### src/rtl/dither_pkg.sv
package dither_pkg;
  typedef enum logic [1:0] {
    DITH_OFF  = 2'b00,
    DITH_LOW  = 2'b01,
    DITH_MID  = 2'b10,
    DITH_HIGH = 2'b11
  } dith_mode_e;

  localparam int unsigned NUM_CH = 2;
endpackage

### src/rtl/dither_lfsr.sv
module dither_lfsr #(
  parameter int unsigned   W     = 24,
  parameter logic [W-1:0]  TAPS  = 24'hE10000,
  parameter logic [W-1:0]  SEED  = 24'h000001,
  parameter int unsigned   OUT_W = 8
) (
  input  logic             clk,
  input  logic             rst_n,
  input  logic             adv,
  output logic [OUT_W-1:0] rnd
);
  logic [W-1:0] state_q;
  logic [W-1:0] state_d;

  always_comb begin
    state_d = state_q;
    if (adv) begin
      state_d = {state_q[W-2:0], ^(state_q & TAPS)};
    end
  end

  always_ff @(posedge clk or negedge rst_n) begin
    if (!rst_n) begin
      state_q <= SEED;
    end else begin
      state_q <= state_d;
    end
  end

  assign rnd = state_q[OUT_W-1:0];

  assert_lfsr_nonzero_R4: assert property (@(posedge clk) disable iff (!rst_n)
    state_q != '0);

  assert_lfsr_idle_R4: assert property (@(posedge clk) disable iff (!rst_n)
    !adv |=> $stable(state_q));

  assert_lfsr_moves_R4: assert property (@(posedge clk) disable iff (!rst_n)
    adv |=> state_q != $past(state_q));
endmodule

### src/rtl/dither_scaler.sv
module dither_scaler
  import dither_pkg::*;
#(
  parameter int unsigned DW = 8,
  localparam int unsigned SW = DW + 2
) (
  input  logic [DW-1:0]        rnd,
  input  logic [1:0]           mode,
  output logic signed [SW-1:0] dith
);
  logic signed [SW-1:0] r;

  assign r = {{2{rnd[DW-1]}}, rnd};

  always_comb begin
    unique case (dith_mode_e'(mode))
      DITH_OFF:  dith = '0;
      DITH_LOW:  dith = r;
      DITH_MID:  dith = r + (r >>> 2) + (r >>> 3) + (r >>> 5);
      DITH_HIGH: dith = r <<< 1;
      default:   dith = '0;
    endcase
  end
endmodule

### src/rtl/dither_sat_add.sv
module dither_sat_add #(
  parameter int unsigned XW    = 24,
  parameter int unsigned DW    = 10,
  parameter int unsigned SHIFT = 4,
  localparam int unsigned SUMW = XW + 1
) (
  input  logic signed [XW-1:0] x,
  input  logic signed [DW-1:0] d,
  output logic [XW-1:0]        y
);
  logic signed [SUMW-1:0] x_w;
  logic signed [SUMW-1:0] d_w;
  logic signed [SUMW-1:0] sum;

  assign x_w = {x[XW-1], x};
  assign d_w = {{(SUMW-DW){d[DW-1]}}, d} <<< SHIFT;
  assign sum = x_w + d_w;

  always_comb begin
    if (sum[SUMW-1] != sum[SUMW-2]) begin
      y = sum[SUMW-1] ? {1'b1, {(XW-1){1'b0}}} : {1'b0, {(XW-1){1'b1}}};
    end else begin
      y = sum[XW-1:0];
    end
  end
endmodule

### src/rtl/dither_injector.sv
module dither_injector
  import dither_pkg::*;
#(
  parameter int unsigned             SAMPLE_W     = 24,
  parameter int unsigned             LFSR_W       = 24,
  parameter logic [LFSR_W-1:0]       LFSR_TAPS    = 24'hE10000,
  parameter logic [LFSR_W-1:0]       SEED_L       = 24'h000001,
  parameter logic [LFSR_W-1:0]       SEED_R       = 24'hA5A5A5,
  parameter int unsigned             DITHER_W     = 8,
  parameter int unsigned             DITHER_SHIFT = 4
) (
  input  logic                clk,
  input  logic                rst_n,
  input  logic                in_valid,
  input  logic [SAMPLE_W-1:0] in_left,
  input  logic [SAMPLE_W-1:0] in_right,
  input  logic [1:0]          mode,
  output logic                out_valid,
  output logic [SAMPLE_W-1:0] out_left,
  output logic [SAMPLE_W-1:0] out_right
);
  localparam int unsigned SCALED_W = DITHER_W + 2;

  logic rst_meta;
  logic rst_sync_n;

  always_ff @(posedge clk or negedge rst_n) begin
    if (!rst_n) begin
      rst_meta   <= 1'b0;
      rst_sync_n <= 1'b0;
    end else begin
      rst_meta   <= 1'b1;
      rst_sync_n <= rst_meta;
    end
  end

  logic [SAMPLE_W-1:0]        smp_in  [NUM_CH];
  logic [SAMPLE_W-1:0]        smp_d   [NUM_CH];
  logic [SAMPLE_W-1:0]        smp_q   [NUM_CH];
  logic [SAMPLE_W-1:0]        summed  [NUM_CH];
  logic signed [SCALED_W-1:0] dith    [NUM_CH];
  logic [DITHER_W-1:0]        rnd     [NUM_CH];
  logic                       valid_q;
  logic                       valid_d;

  assign smp_in[0] = in_left;
  assign smp_in[1] = in_right;

  for (genvar ch = 0; ch < NUM_CH; ch++) begin : g_ch
    localparam logic [LFSR_W-1:0] CH_SEED = (ch == 0) ? SEED_L : SEED_R;

    dither_lfsr #(
      .W     (LFSR_W),
      .TAPS  (LFSR_TAPS),
      .SEED  (CH_SEED),
      .OUT_W (DITHER_W)
    ) u_lfsr (
      .clk   (clk),
      .rst_n (rst_sync_n),
      .adv   (in_valid),
      .rnd   (rnd[ch])
    );

    dither_scaler #(
      .DW (DITHER_W)
    ) u_scale (
      .rnd  (rnd[ch]),
      .mode (mode),
      .dith (dith[ch])
    );

    dither_sat_add #(
      .XW    (SAMPLE_W),
      .DW    (SCALED_W),
      .SHIFT (DITHER_SHIFT)
    ) u_add (
      .x (smp_in[ch]),
      .d (dith[ch]),
      .y (summed[ch])
    );

    always_comb begin
      smp_d[ch] = smp_q[ch];
      if (in_valid) begin
        smp_d[ch] = summed[ch];
      end
    end

    always_ff @(posedge clk or negedge rst_sync_n) begin
      if (!rst_sync_n) begin
        smp_q[ch] <= '0;
      end else begin
        smp_q[ch] <= smp_d[ch];
      end
    end

    assert_no_wrap_pos_R9: assert property (@(posedge clk) disable iff (!rst_sync_n)
      (in_valid && !smp_in[ch][SAMPLE_W-1] && !dith[ch][SCALED_W-1])
        |=> !smp_q[ch][SAMPLE_W-1]);

    assert_no_wrap_neg_R9: assert property (@(posedge clk) disable iff (!rst_sync_n)
      (in_valid && smp_in[ch][SAMPLE_W-1] && dith[ch][SCALED_W-1])
        |=> smp_q[ch][SAMPLE_W-1]);

    assert_hold_R2: assert property (@(posedge clk) disable iff (!rst_sync_n)
      !in_valid |=> $stable(smp_q[ch]));

    assert_bypass_R3: assert property (@(posedge clk) disable iff (!rst_sync_n)
      (in_valid && mode == 2'b00) |=> smp_q[ch] == $past(smp_in[ch]));
  end

  assign valid_d = in_valid;

  always_ff @(posedge clk or negedge rst_sync_n) begin
    if (!rst_sync_n) begin
      valid_q <= 1'b0;
    end else begin
      valid_q <= valid_d;
    end
  end

  assign out_valid = valid_q;
  assign out_left  = smp_q[0];
  assign out_right = smp_q[1];

  assert_valid_latency_R2: assert property (@(posedge clk) disable iff (!rst_sync_n)
    in_valid |=> out_valid);

  assert_valid_idle_R2: assert property (@(posedge clk) disable iff (!rst_sync_n)
    !in_valid |=> !out_valid);
endmodule

### config.mk
export PLATFORM = sky130hd
export DESIGN_NAME = dither_injector
export DESIGN_NICKNAME = d
export VERILOG_FILES = /design/src/rtl/dither_pkg.sv /design/src/rtl/dither_lfsr.sv /design/src/rtl/dither_scaler.sv /design/src/rtl/dither_sat_add.sv /design/src/rtl/dither_injector.sv
export SDC_FILE = /design/constraint.sdc
export NUM_CORES = 1
export LEC_CHECK = 0
export ABC_CLOCK_PERIOD_IN_PS = 6400
export BUFFER_PORTS_ARGS = -buffer_cell sky130_fd_sc_hd__buf_2
export CORE_MARGIN = 5
export CORE_UTILIZATION = 35
export CTS_CLUSTER_DIAMETER = 30
export DETAILED_ROUTE_END_ITERATION = 10
export PLACE_DENSITY = 0.55
export RECOVER_POWER = 100
export SYNTH_ARGS = -nofsm -noshare
export SYNTH_HDL_FRONTEND = slang
export SYNTH_SLANG_ARGS = --single-unit
### constraint.sdc
create_clock -name clk -period 6.4 [get_ports clk]
set_clock_uncertainty 0.2 [all_clocks]
set_input_delay 0.64 -clock clk [delete_from_list [all_inputs] [get_ports clk]]
set_output_delay 0.64 -clock clk [all_outputs]
set_load 0.005 [all_outputs]
After elaboration in Yosys (flattened, before gate mapping)
Cells that the tools add are included.
{"block": "totals", "elab_cells": 29, "output_inout_bits": 49, "inputBits": 53, "reg_bits": 99}
{"block": "classes", "mux": 6, "eq_ne": 5, "n_reduce_logical": 3, "n_addsub": 8}
{"op": "$mux W24", "count": 4}
{"op": "$pmux W10 S4", "count": 2}
{"op": "$add A24 B14 Y25", "count": 2}
{"op": "$reduce_xor A24 Y1", "count": 2}
{"op": "$add A10 B3 Y10", "count": 2}
{"op": "$add A9 B5 Y10", "count": 2}
{"op": "$add A8 B6 Y9", "count": 2}
{"op": "$eq A2 B2 Y1 const B", "count": 2}
{"op": "$eq A2 B1 Y1 const B", "count": 1}
{"op": "$logic_not A2 Y1", "count": 1}
{"op": "$ne A1 B1 Y1", "count": 2}

Longest topological paths before layout
Gate-level depths: netlist of the first run.
{"block": "logic_depth", "ltp_word": 7, "ltp_mapped": 26, "mapped_depth_nobuf": 24}

Hierarchy
From an unflattened synthesis of the first run, not the netlist that was laid out.
{"block": "hier_totals", "cells_unflattened": 804, "area_unflattened_um2": 8324.2}
{"mod": "dither_injector", "cells_per_inst": 105, "area_each_um2": 1939.4, "seq_area_each_um2": 1276.2, "n_inst": 1}
{"mod": "dither_sat_add at g_ch[1].u_add", "cells_per_inst": 189, "area_each_um2": 1360.1, "seq_area_each_um2": 0.0, "n_inst": 1}
{"mod": "dither_sat_add at g_ch[0].u_add", "cells_per_inst": 174, "area_each_um2": 1297.5, "seq_area_each_um2": 0.0, "n_inst": 1}
{"mod": "dither_lfsr at g_ch[1].u_lfsr", "cells_per_inst": 63, "area_each_um2": 1088.5, "seq_area_each_um2": 615.6, "n_inst": 1}
{"mod": "dither_lfsr at g_ch[0].u_lfsr", "cells_per_inst": 63, "area_each_um2": 1074.8, "seq_area_each_um2": 601.8, "n_inst": 1}
{"mod": "dither_scaler at g_ch[0].u_scale", "cells_per_inst": 102, "area_each_um2": 784.5, "seq_area_each_um2": 0.0, "n_inst": 1}
{"mod": "dither_scaler at g_ch[1].u_scale", "cells_per_inst": 108, "area_each_um2": 779.5, "seq_area_each_um2": 0.0, "n_inst": 1}

Worst setup path after synthesis of the first run
Ideal clock, no wire load.
{"block": "synth_path", "path_kind": "flip-flop to flip-flop", "start": "register g_ch[1].u_lfsr.state_q[5]", "end": "register smp_q (netlist bit out_right[17])", "path_buffers": 1, "synth_period_minus_slack_ns": 5.570, "t_required_ns": 6.076, "setup_time_ns": 0.124, "path_stages_with_launch": 23, "slack_ns": 0.830, "t_arrival_ns": 5.246, "cell_sequence": "dfstp_2 -> inv_1 -> fa_1 -> fa_1 -> inv_1 -> ha_1 -> a21oi_1 -> o21bai_1 -> a21o_1 -> a21o_1 -> nand2_1 -> a21oi_1 -> o22ai_1 -> ha_1 -> a21o_1 -> a211o_1 -> nor4_1 -> nand3_1 -> nand2_1 -> nor2_1 -> a221oi_4 -> buf_4 -> a21oi_1"}
{"block": "synth_via", "elab_chain_cells": 7, "word_cells_on_any_way": 8, "cone_classes": "4 x add/sub; 1 x eq/ne; 3 x mux"}
{"element": "start, declared", "line": "dither_lfsr.sv:12", "source": "logic [W-1:0] state_q;"}
{"element": "start signal, assigned", "line": "dither_lfsr.sv:26", "source": "state_q <= state_d;"}
{"element": "$add A8 B6 Y9", "line": "dither_scaler.sv:19", "source": "DITH_MID: dith = r + (r >>> 2) + (r >>> 3) + (r >>> 5);"}
{"element": "$add A9 B5 Y10", "line": "dither_scaler.sv:19"}
{"element": "$add A10 B3 Y10", "line": "dither_scaler.sv:19"}
{"element": "$pmux W10 S4 (*)", "line": "dither_scaler.sv:16", "source": "unique case (dith_mode_e'(mode))"}
{"element": "$add A24 B14 Y25 (*)", "line": "dither_sat_add.sv:17", "source": "assign sum = x_w + d_w;"}
{"element": "$mux W24 / $ne A1 B1 Y1 (equally long branches)", "line": "dither_sat_add.sv:21, dither_sat_add.sv:20"}
{"element": "$mux W24 (*)", "line": "dither_sat_add.sv:20", "source": "if (sum[SUMW-1] != sum[SUMW-2]) begin"}
{"element": "end signal, assigned by index", "line": "dither_injector.sv:93", "source": "smp_q[ch] <= smp_d[ch];"}
{"element": "end, declared", "line": "dither_injector.sv:39", "source": "logic [SAMPLE_W-1:0] smp_q [NUM_CH];"}
Mark *: on every way between the ends. The rest lies on a longest branch, timed or not.
A chain may end at the register's enable or synchronous reset.

Final worst setup path of the first run
{"block": "layout_path", "start": "register g_ch[1].u_lfsr.state_q[2]", "end": "register smp_q (netlist bit out_right[11])"}
The elaborated chain is that of the path after synthesis.

==> results of run 1 <==
## layout make-up
cell class | count | area [sq um]
fillers | 2160 | 12500
multi-input cells | 586 | 4490
flip-flops and latches | 99 | 2490
repair buffers | 121 | 611
well taps | 275 | 344
clock buffers | 10 | 239
inverters | 53 | 199
clock inverters | 6 | 95.1
## flip-flops by register name, indices dropped and copies added, names as in the netlist
| signal | cells |
|---|---|
| g_ch.u_lfsr.state_q | 48 |
| out_left | 24 |
| out_right | 24 |
| out_valid | 1 |
| rst_meta | 1 |
| rst_sync_n | 1 |
## stage by stage
step	cells	worst slack, ns	hold slack, ns
global route	1150	0.0234	0.162
detailed placement	1130	-0.0296	0.0527
floorplan	771	0.830	0.131
CTS	1147	0.0459	0.0532
global placement	1130	0.0628	0.0559
finish	1150	0.493	0.154
## critical path, delay by kind of cell (launching register included)
family                   cells  cell delay, ns
AND/OR/NAND/NOR              5            0.75
buffers and inverters        3            0.41
adder cells (fa/ha/maj)      4            1.89
flip-flops                   1            0.58
AO/OA/AOI/OAI               10            1.95
## routing by layer
| metal | track usage (%) | part of all wire (%) | up-vias |
|---|---|---|---|
| met1 | 19.9 | 48 | 2779 |
| met2 | 23.2 | 46 | 88 |
| met3 | 2.14 | 4.0 | 16 |
| met5 | 0 | 0.076 | - |
| li1 | - | - | 2939 |
| met4 | 4.38 | 1.4 | 2 |
## worst min-delay path by stage
stage	endpoint	slack [ns]	cells after the start
floorplan	rst_sync_n$_DFF_PN0_	0.13	0
global placement	out_left[3]$_DFFE_PN0P_	0.06	0
detailed placement	out_left[3]$_DFFE_PN0P_	0.05	0
CTS	g_ch[0].u_lfsr.state_q[21]$_DFFE_PN0P_	0.05	0
global route	rst_sync_n$_DFF_PN0_	0.16	0
finish	rst_sync_n$_DFF_PN0_	0.15	0
## cell usage after synthesis, types with 2 or more instances
| master | count |
|---|---|
| buf_4 | 4 |
| a211o_1 | 7 |
| o22ai_1 | 4 |
| ha_1 | 62 |
| xnor2_1 | 30 |
| a22o_1 | 11 |
| a311oi_1 | 2 |
| buf_1 | 3 |
| nor2b_1 | 9 |
| a22oi_1 | 2 |
| or3_1 | 5 |
| dfrtp_1 | 86 |
| nand2b_1 | 12 |
| buf_6 | 4 |
| o21bai_1 | 7 |
| mux2i_1 | 2 |
| buf_2 | 3 |
| nor2_1 | 51 |
| a21oi_1 | 76 |
| o211a_1 | 2 |
| xor2_1 | 9 |
| o21a_1 | 4 |
| mux2_2 | 33 |
| a21oi_2 | 3 |
| inv_1 | 52 |
| o21ai_4 | 2 |
| a21o_1 | 20 |
| nor3_1 | 7 |
| o21ai_0 | 52 |
| nand3_1 | 15 |
| o21ai_1 | 3 |
| o2bb2ai_2 | 20 |
| fa_1 | 18 |
| nand2_1 | 70 |
| a31oi_1 | 6 |
| and3_1 | 3 |
| a211oi_1 | 6 |
| o211ai_1 | 3 |
| a211oi_2 | 2 |
| nor4_1 | 3 |
| a221oi_4 | 2 |
| clkbuf_1 | 19 |
| a31oi_4 | 2 |
| dfstp_2 | 13 |
## power groups by stage
stage / Combinational (W) / Clock [W] / Sequential [W]
after global placement: 0.00193 / 0 / 0.00105
after CTS: 0.00195 / 0.000638 / 0.00105
after detailed placement: 0.00193 / 0 / 0.00106
final: 0.00188 / 0.000615 / 0.00104
after global routing: 0.00216 / 0.000659 / 0.00107
after floorplan: 0.00146 / 0 / 0.00104
## logic make-up (layout without fill, tap and decap cells)
group                    count (synthesis)  count (layout)  synth area share [%]
XOR/XNOR                                39              39                  4.60
adder cells (fa/ha/maj)                 80              80                  15.3
multiplexers                            35              35                  5.28
flip-flops                              99              99                  33.6
AND/OR/NAND/NOR                        181             181                  11.0
AO/OA/AOI/OAI                          250             250                  25.2
other                                    1               1                0.0505
buffers and inverters                   86             190                  5.01
## what timing repair did
| action | 4_1_cts | 5_1_grt |
|---|---|---|
| hold buffers | 1 | 0 |
| resized for setup | 1 | 5 |
| pin swaps | 0 | 1 |
| setup buffers | 0 | 3 |
| endpoints found under the hold margin | 2 | 0 |
| setup endpoints to repair | 10 | 34 |
==> metrics.md, run 1 <==
| Metric | Value |
|---|---|
| Final net count | between 1,000 and 1,500 |
| Num CTS Buffers | 9 |
| RR Endpoint | out_right[11]$_DFFE_PN0P_ |
| Req. time, crit path | about 6.4 ns |
| Worst-margin pin slew | ~3.9 ns |
| FF-to-FF Start | g_ch[1].u_lfsr.state_q[2]$_DFFE_PN1P_ |
| GRT Residual Overflow | 0 |
| Clk sinks | about 100 |
| FMAX | ~0.17 GHz |
| CP peak stage delay | approximately 0.58 ns |
| Number of synthesized flops with an enable pin | 0 |
| Violated checks | max-capacitance violations, max-slew violations |
| Worst-path clk slew | roughly 0.070 ns |
| Cell taking the most area after synthesis | dfrtp_1 |
| Fin. Hold Viols | 0 |
| TritonRoute pass-1 iters | 4 |
| Util after Layout | 40.4% |
| Leakage power | approximately 4.0 nW |
| Design Area, Final | roughly 8500 sq um |
| Period utilization | 92.3% |
| Tmin final | 5.91 ns |
| Area of the core | 21,000 sq um |
| Critical path class | register to register |
| Worst R2R Setup Slack | between 0.4 and 0.5 ns |
| Total power draw | 0.00354 W |
| Vias per cell | 5.06 |
| Hold path startpoint | rst_meta$_DFF_PN0_ |
| GPL Wtd Cong | just over 0.8 |
| Post-synthesis async set-or-reset flop share | 100% |
| Net Switching | around 0.0014 W |
| GRT Overall Usage | roughly 14% |
| Slew Limit Fails | 169 |
| Synth area leaders | dfrtp_1, ha_1, a21oi_1 |
| I/O pin total | ~100 |
| Worst Hold Class | register to register |
| Critical Path Source Type | register |
| Number of global-route vias before repair | roughly 6,000 |
| DRT iter0 DRCs | between 200 and 300 |
| Sw frac | between 40% and 50% |
| Share of cells above drive strength 1 | approximately a fifth |
| First-pass GRT wire length | 28,800 microns |
| Max Cap Violations | 3 |
| Placed Area | 8220 sq um |
| CP endpoint | out_right[11]$_DFFE_PN0P_ |
| Syn avg cell area | around 9.6 sq um |
| Cell Area, Synth | ~7400 sq um |
| Internal | approximately 0.0021 W |
| Most common cell after layout, fill and taps aside | dfrtp_1 |
| Crit path cell chain | inv_1, fa_1, fa_1, fa_1, inv_1, a21oi_1, o21bai_1, a21o_1, a21o_1, nand2_1, a21oi_1, o22ai_4, ha_1, a21o_1, a211o_1, nor4_1, nand3_1, nand2_1, nor2_1, a221oi_4, buf_4, a21oi_1 |
| Register area share after synthesis | around a third |
| Antenna viol nets, final | 0 |
| Clk network pwr share | around 17% |
| Cells after synthesis | 771 |
| Top-area cell type share of the netlist area | approximately 29% |
| Final Setup Violations | 0 |
| Crit. Startpoint | g_ch[1].u_lfsr.state_q[2]$_DFFE_PN1P_ |
| Die area | 24,200 sq um |
| Worst slew margin | -158% |
| Setup TNS | 0 ns |
| Worst Path Max Fanout | 14 |
| N_diodes | 0 |
| Root Buffer | clkbuf_16 |
| Seq pwr share | roughly 30% |
| Arr. time, crit path | about 5.9 ns |
| # port buffers | approximately 100 |
| Critical path capture point type | register |
| Pwr/cell area | roughly 420 nW/um^2 |
| Dominant synthesized flop cell | dfrtp_1 |
| Post-synth net total | approximately 900 |
| Synth cell types | 66 |
| Rows | 53 |
| Drt wl/cell | around 15 microns |
| Drt drc | 0 |
| Critical path's slowest cell | dfstp_2 |
| Die width | about 160 microns |
| Synth warn | 0 |
| Initial core utilization | 35.4% |
| Clock Path Buffers | 2 |
| Via Count | around 5,800 |
| R2R depth | 22 |
| Peak supply drop | 0.166 mV |
| Yosys reg bits | between 90 and 100 |
| Layout overhead on the synthesized area | 14.2% |
| Clock Latency Late Sink | 0.35 ns |
| CTS tree | yes |
| DRT Wirelength | between 15,000 and 20,000 microns |
| Largest net degree at the start of global routing | approximately 70 |
| Die height | 156 microns |
| Antenna violations before repair | 1 |
| Status | finished with violations |
| RSZ-0062 raised after global routing | no |
| Commonest non-fill, non-tap cells in the layout | dfrtp_1, a21oi_1, nand2_1 |
| Post-DP HPWL | about 13,000 microns |
| Total number of H-tree levels | 3 |
| Logic pwr share | between 50% and 60% |
No activity file was read; power rests on OpenSTA's default activity.
==> inputs of run 2 (changes only) <==
Settings changed: CORE_UTILIZATION 35 to 30, PLACE_DENSITY 0.55 to 0.49, RECOVER_POWER 100 to 25.
==> run 2 against run 1 <==
The run still ends with max-capacitance violations, max-slew violations left. Clock power fell by 9.3%. Clock-buffer cell count rose by 1. Routed wire length increased by 4.7%. Cell area increased by 1.5%. Largest power group unchanged. Maximum frequency is essentially flat. Total power hardly changed. Critical endpoint is now out_left[21]$_DFFE_PN0P_. First-iteration DRC count increased by 23%. Cell count is 3.9% higher. Global-route usage decreased by 1.3 points. Via count is essentially flat.
==> metrics.md, run 2 (same netlist as run 1, synthesis figures left out) <==
| Metric | Value |
|---|---|
| Arr. time, crit path | 5.97 ns (+0.03 ns) |
| Req. time, crit path | 6.47 ns (+0.04 ns) |
| N_diodes | 0 (unchanged) |
| Worst Hold Class | register to register |
| Slew Limit Fails | 50 (-70%) |
| Tmin final | 5.90 ns (-0.00338 ns) |
| Largest register FFs | 48 (unchanged) |
| Total number of H-tree levels | 3 (unchanged) |
| Antenna violations before repair | 0 (-1) |
| Cell family contributing the most delay on the critical path | compound AO/OA/AOI/OAI gates |
| Die width | 167 microns (+7.5%) |
| Largest net degree at the start of global routing | 76 (+5.6%) |
| First-pass GRT wire length | 30,500 microns (+6.2%) |
| DRT Wirelength | 18,000 microns (+4.7%) |
| Clock Latency Late Sink | 0.35 ns (about the same) |
| Bufs and invs on worst path | 3 (unchanged) |
| Final net count | 999 (-0.40%) |
| Biggest register | g_ch.u_lfsr.state_q |
| Die area | 28,000 sq um (+16%) |
| TritonRoute pass-1 iters | 4 (unchanged) |
| Fin. Hold Viols | 0 (unchanged) |
| Setup TNS | 0 ns (unchanged) |
| Worst slew margin | -47.6% (+110 points) |
| GPL Wtd Cong | 0.788 (-4.7%) |
| DRT iter0 DRCs | 326 (+23%) |
| Final Setup Violations | 0 (unchanged) |
| Die height | 167 microns (+7.5%) |
| Critical Path Source Type | register |
| Post-DP HPWL | 13,400 microns (+4.3%) |
| Worst-path clk slew | 0.07 ns (about the same) |
| Violated checks | max-capacitance violations, max-slew violations |
| Fill count | 2,525 (+17%) |
| Hold_ws | 0.155 ns (+0.00109 ns) |
| Drt drc | 0 (unchanged) |
| Critical path's slowest cell | fa_1 |
| Max Cap Violations | 1 (-2) |
| I/O pin total | 102 (unchanged) |
| Clk sinks | 99 (unchanged) |
| GRT Overall Usage | 13.0% (-1.3 points) |
| Antenna viol nets, final | 0 (unchanged) |
| Share of cells above drive strength 1 | 24.6% (+4.5 points) |
| Root Buffer | clkbuf_16 |
| # port buffers | 101 (unchanged) |
| FF-to-FF Start | g_ch[0].u_lfsr.state_q[2]$_DFFE_PN0P_ |
| Pwr/cell area | 411 nW/um^2 (-1.4%) |
| Area of the core | 24,300 sq um (+16%) |
| CP peak stage delay | 0.58 ns (about the same) |
| Peak supply drop | 0.134 mV (-19%) |
| Worst Path Max Fanout | 23 (+9) |
| Critical path capture point type | register |
| Clock Path Buffers | 2 (unchanged) |
| Period utilization | 92.2% (about the same) |
| Drt wl/cell | 15.0 microns (+0.72%) |
| RSZ-0062 raised after global routing | no |
| Crit path cell chain | inv_1, fa_1, fa_1, inv_1, ha_1, a21o_1, a21oi_1, o21bai_1, a21oi_1, xor2_1, o21ai_0, nand2_1, o21ai_0, ha_1, and3_4, a22o_1, a31oi_4, a211oi_1, or2_4, o211ai_4, buf_4, a21oi_2, a211oi_2 |
| Num CTS Buffers | 9 (unchanged) |
| Most common cell after layout, fill and taps aside | buf_2 |
| Vias per cell | 4.87 (-3.8%) |
| Layout overhead on the synthesized area | 15.9% |
| Critical path class | register to register |
| Crit. Startpoint | g_ch[0].u_lfsr.state_q[2]$_DFFE_PN0P_ |
| GRT Residual Overflow | 0 (unchanged) |
| Hold path startpoint | rst_meta$_DFF_PN0_ |
| Commonest non-fill, non-tap cells in the layout | buf_2, dfrtp_1, a21oi_1 |
| CTS tree | yes |
| Rows | 57 (+7.5%) |
| Leakage power | 4.07 nW (+1.8%) |
| Worst-margin pin slew | 2.21 ns (-1.66 ns) |
| Number of global-route vias before repair | 6,026 (+3.0%) |
| Via Count | 5,819 (-0.086%) |
| Initial core utilization | 30.5% (-4.9 points) |
| FMAX | 0.169 GHz (about the same) |
| Status | finished with violations |
==> run 2: cell count changes in the layout (fill, tap and decap cells not counted), moves of 2 or more <==
cell       before  now
o2bb2ai_1      12    1
clkbuf_1       35    3
clkinv_2        0    3
o2bb2ai_2       9   20
buf_4          15   13
o22ai_4         3    1
buf_2          68   99
inv_6           3    0
==> run 2: routing by layer <==
layer	up-vias	share of wire, %	GRT usage, %	wire length [microns]
met5	-	0	0	0
met4	0	1.1	3.25	195
met3	13	2.7	1.96	477
met2	72	49	22.2	8720
met1	2788	48	17.3	8580
li1	2946	-	-	-
==> run 2: report_power, final <==
part	internal, W	switching (W)	leakage (nW)
logic	0.000903	0.00103	2.74
clock network	0.000312	0.000246	0.145
registers	0.000881	0.000160	1.18
==> run 2: final timing paths <==
check,endpoint,slack (ns),cells after the start
min reg2reg,rst_sync_n$_DFF_PN0_,0.16,0
min in group asynchronous,out_left[2]$_DFFE_PN0P_,0.21,0
max in group asynchronous,out_right[13]$_DFFE_PN0P_,4.28,1
max reg2reg,out_left[21]$_DFFE_PN0P_,0.50,23
min,rst_sync_n$_DFF_PN0_,0.16,0
max,out_left[21]$_DFFE_PN0P_,0.50,23
==> run 2: worst reg2reg max path, stage by stage (launching register included) <==
cell and delay, ns:
dfrtp_1 0.44, inv_1 0.10, fa_1 0.50, fa_1 0.58, inv_1 0.06, ha_1 0.29
a21o_1 0.18, a21oi_1 0.21, o21bai_1 0.11, a21oi_1 0.23, xor2_1 0.17, o21ai_0 0.09
nand2_1 0.08, o21ai_0 0.09, ha_1 0.38, and3_4 0.21, a22o_1 0.25, a31oi_4 0.22
a211oi_1 0.16, or2_4 0.28, o211ai_4 0.29, buf_4 0.34, a21oi_2 0.12, a211oi_2 0.22
==> run 2: layout make-up <==
type                            instances  area (sq um)  share of cell area (%)
Clock buffer                           11           243                    2.82
Clock inverter                          5          52.6                   0.611
Inverter                               53           199                    2.31
Multi-Input combinational cell        587          4580                    53.2
Sequential cell                        99          2490                    29.0
Tap cell                              324           405                    4.71
Timing Repair Buffer                  116           631                    7.33
==> run 2: per-stage QoR <==
step                instance area [sq um]  total power (W)  setup WS (ns)  util (%)  cells
floorplan                            7420          0.00250          0.830         -    771
CTS                                  8580          0.00359          0.177      35.3   1193
global placement                     8270          0.00300          0.294      34.0   1176
finish                               8600          0.00354          0.496      35.4   1195
detailed placement                   8270          0.00300          0.190      34.0   1176
global route                         8600          0.00390         0.0715      35.4   1195
==> run 2: what timing repair did <==
item,CTS,global route
setup buffers,0,1
endpoints found under the setup margin,0,43
gates resized for setup,0,2
endpoints found under the hold margin,2,0
hold buffers,1,0
==> inputs of run 3 (changes only) <==
Settings changed: ABC_AREA from default to 1.
==> run 3 against run 2 <==
The run still ends with max-capacitance violations, max-slew violations left. Via count grew 16%. Register-to-register slack gained 0.12 ns. Sequential power shrank 4%. Maximum frequency grew 2.1%. Combinational power is essentially flat. First-iteration DRC count shrank 22%. Clock power grew 1%. Critical path type unchanged. Critical endpoint is now out_left[15]$_DFFE_PN0P_. Largest cell class unchanged. Largest power group unchanged.
==> metrics.md, run 3 <==
| Metric | Value |
|---|---|
| Leakage power | 4.56 nW (+12%) |
| Synth cell types | 39 (-41%) |
| Via Count | 6,761 (+16%) |
| Final Setup Violations | 0 (unchanged) |
| Arr. time, crit path | 5.82 ns (-0.15 ns) |
| Number of global-route vias before repair | 6,744 (+12%) |
| Hold-critical path depth | 0 (unchanged) |
| Design Area, Final | 8860 sq um (+3.0%) |
| DRT Wirelength | 21,200 microns (+18%) |
| RR Endpoint | out_left[15]$_DFFE_PN0P_ |
| Worst Hold Class | register to register |
| Die area | 29,200 sq um (+4.4%) |
| N_diodes | 0 (unchanged) |
| Synth area leaders | dfrtp_1, nand2_1, ha_1 |
| Dominant synthesized flop cell | dfrtp_1 |
| Most common cell after layout, fill and taps aside | nand2_1 |
| Req. time, crit path | 6.43 ns (-0.04 ns) |
| Tmin final | 5.78 ns (-0.121 ns) |
| Most common cell in the netlist | nand2_1 |
| Largest register FFs | 48 (unchanged) |
| Initial core utilization | 30.7% (+0.15 points) |
| Cell taking the most area after synthesis | dfrtp_1 |
| # port buffers | 101 (unchanged) |
| Placed Area | 8560 sq um (+3.4%) |
| Root Buffer | clkbuf_16 |
| R2R depth | 25 (+8.7%) |
| Number of synthesized flops with an enable pin | 0 (unchanged) |
| Slew Limit Fails | 99 (+98%) |
| Largest net degree at the start of global routing | 68 (-11%) |
| Post-CTS setup buffer count | 0 (unchanged) |
| Hold path startpoint | rst_meta$_DFF_PN0_ |
| Pwr/cell area | 393 nW/um^2 (-4.4%) |
| I/O pin total | 102 (unchanged) |
| Final net count | 1,253 (+25%) |
| FMAX | 0.173 GHz (+2.1%) |
| Commonest non-fill, non-tap cells in the layout | nand2_1, inv_1, nor2_1 |
| Worst R2R Setup Slack | 0.62 ns (+0.12 ns) |
| Share of cells above drive strength 1 | 18.8% (-5.7 points) |
| First-pass GRT wire length | 35,000 microns (+15%) |
| Period utilization | 90.4% (-1.9 points) |
| FF-to-FF Start | g_ch[0].u_lfsr.state_q[3]$_DFFE_PN0P_ |
| Vias per cell | 4.65 (-4.6%) |
| Setup TNS | 0 ns (unchanged) |
| Critical Path Source Type | register |
| Peak supply drop | 0.133 mV (-0.91%) |
| Die width | 171 microns (+2.2%) |
| Total power draw | 0.00348 W (-1.5%) |
| Synth warn | 0 (unchanged) |
| Status | finished with violations |
| Layout overhead on the synthesized area | 14.1% |
| RSZ-0062 raised after global routing | no |
| Syn avg cell area | 7.54 sq um (-22%) |
| Hold EP | rst_sync_n$_DFF_PN0_ |
| Worst slew margin | -49.4% (-1.8 points) |
| Clk sinks | 99 (unchanged) |
| Util after Layout | 35.0% (-0.37 points) |
| Cell Area, Synth | 7760 sq um (+4.6%) |
| Area of the core | 25,300 sq um (+4.1%) |
| Worst-margin pin slew | 2.24 ns (+0.0275 ns) |
| Max Cap Violations | 2 (+1) |
| Critical path capture point type | register |
| Post-synthesis async set-or-reset flop share | 100% (unchanged) |
| Register area share after synthesis | 32.1% (-1.5 points) |
| GPL Wtd Cong | 0.837 (+6.2%) |
| Clock Path Buffers | 2 (unchanged) |
| Antenna viol nets, final | 0 (unchanged) |
| Commonest cells post-synth | nand2_1, inv_1, nor2_1 |
| Clock Latency Late Sink | 0.36 ns (about the same) |
| Cells after synthesis | 1,029 (+33%) |
| Total number of H-tree levels | 3 (unchanged) |
| Violated checks | max-capacitance violations, max-slew violations |
| Antenna violations before repair | 0 (unchanged) |
| GRT Residual Overflow | 0 (unchanged) |
| TritonRoute pass-1 iters | 4 (unchanged) |
| Critical path class | register to register |
| CTS tree | yes |
| Drt wl/cell | 14.6 microns (-3.0%) |
| Biggest register | g_ch.u_lfsr.state_q |
| Drt drc | 0 (unchanged) |
| Rows | 58 (+1.8%) |
| Fin. Hold Viols | 0 (unchanged) |
| Worst Path Max Fanout | 23 (unchanged) |
| GRT Overall Usage | 14.9% (+1.9 points) |
| DRT iter0 DRCs | 255 (-22%) |
| Post-synth net total | 1,162 (+29%) |
| Num CTS Buffers | 9 (unchanged) |
| Yosys reg bits | 99 (unchanged) |
| Die height | 171 microns (+2.2%) |
| Worst-path clk slew | 0.08 ns (about the same) |
| Post-DP HPWL | 16,600 microns (+24%) |
| Top-area cell type share of the netlist area | 27.7% (-1.3 points) |
run 3: final cells by class:
| class | count | area, sq um |
|---|---|---|
| tap | 330 | 413 |
| fill | 2777 | 16500 |
| timing repair buffer | 105 | 536 |
| inverter | 126 | 473 |
| sequential | 99 | 2490 |
| clock inverter | 7 | 70.1 |
| clock buffer | 9 | 225 |
| multi-input combinational | 779 | 4650 |
run 3: report_power, final:
| part | leakage, nW | switching, W | internal (W) |
|---|---|---|---|
| Clock | 0.147 | 0.000289 | 0.000277 |
| Sequential | 1.17 | 0.000147 | 0.000851 |
| Combinational | 3.24 | 0.00118 | 0.000742 |
run 3: logic make-up after synthesis:
logic type | synth area share [%]
and+or+nand+nor | 26.7
AOI/OAI and AO/OA | 14.4
buffers and inverters | 8.09
DFF | 32.1
adders and majority gates | 14.6
xor gates and xnor gates | 4.06
other | 0.0483
run 3: worst max-delay path, stage by stage, from the launching register on:
cell and delay, ns:
dfrtp_1 0.42, inv_1 0.21, fa_1 0.47, fa_1 0.45
inv_1 0.07, ha_1 0.18, inv_1 0.06, fa_1 0.35
inv_1 0.09, a21oi_1 0.08, o21ai_0 0.27, nand2_1 0.09
nand2_1 0.07, a21oi_1 0.08, nor2_1 0.16, a21oi_1 0.10
nor2_2 0.42, ha_1 0.39, a21oi_1 0.30, nand2_1 0.12
a21oi_1 0.20, nand4_1 0.13, nand2_2 0.12, nand2_2 0.07
nand2_4 0.44, a21oi_1 0.12
run 3: stage by stage:
step                      setup WS, ns  std cells  hold slack [ns]
after CTS                        0.249       1455            0.157
after global routing            0.0164       1455            0.158
after detailed placement         0.259       1438            0.138
after floorplan                   1.41       1029            0.131
final                            0.617       1455            0.151
after global placement           0.389       1438            0.136
run 3: timing repair:
action / in CTS / in global routing
endpoints found under the setup margin: 0 / 24
endpoints found under the hold margin: 2 / 0
gates resized for setup: 0 / 3
hold buffers: 1 / 0
run 3: worst max path at each step:
stage / cells after the start / slack, ns / from / end
final: 25 / 0.62 / g_ch[0].u_lfsr.state_q[3]$_DFFE_PN0P_ / out_left[15]$_DFFE_PN0P_
after global routing: 25 / 0.02 / g_ch[1].u_lfsr.state_q[3]$_DFFE_PN0P_ / out_right[2]$_DFFE_PN0P_
after floorplan: 26 / 1.41 / g_ch[1].u_lfsr.state_q[2]$_DFFE_PN1P_ / out_right[10]$_DFFE_PN0P_
after detailed placement: 25 / 0.26 / g_ch[1].u_lfsr.state_q[3]$_DFFE_PN0P_ / out_right[0]$_DFFE_PN0P_
after global placement: 28 / 0.39 / g_ch[1].u_lfsr.state_q[3]$_DFFE_PN0P_ / out_right[2]$_DFFE_PN0P_
after CTS: 25 / 0.25 / g_ch[1].u_lfsr.state_q[3]$_DFFE_PN0P_ / out_right[1]$_DFFE_PN0P_
run 3: layer usage:
metal	up-vias	global-route usage [%]	routed length, microns
li1	3497	-	-
met1	3136	20.7	10300
met2	111	24.7	9790
met3	17	1.48	845
met4	0	4.51	344
met5	-	0	0
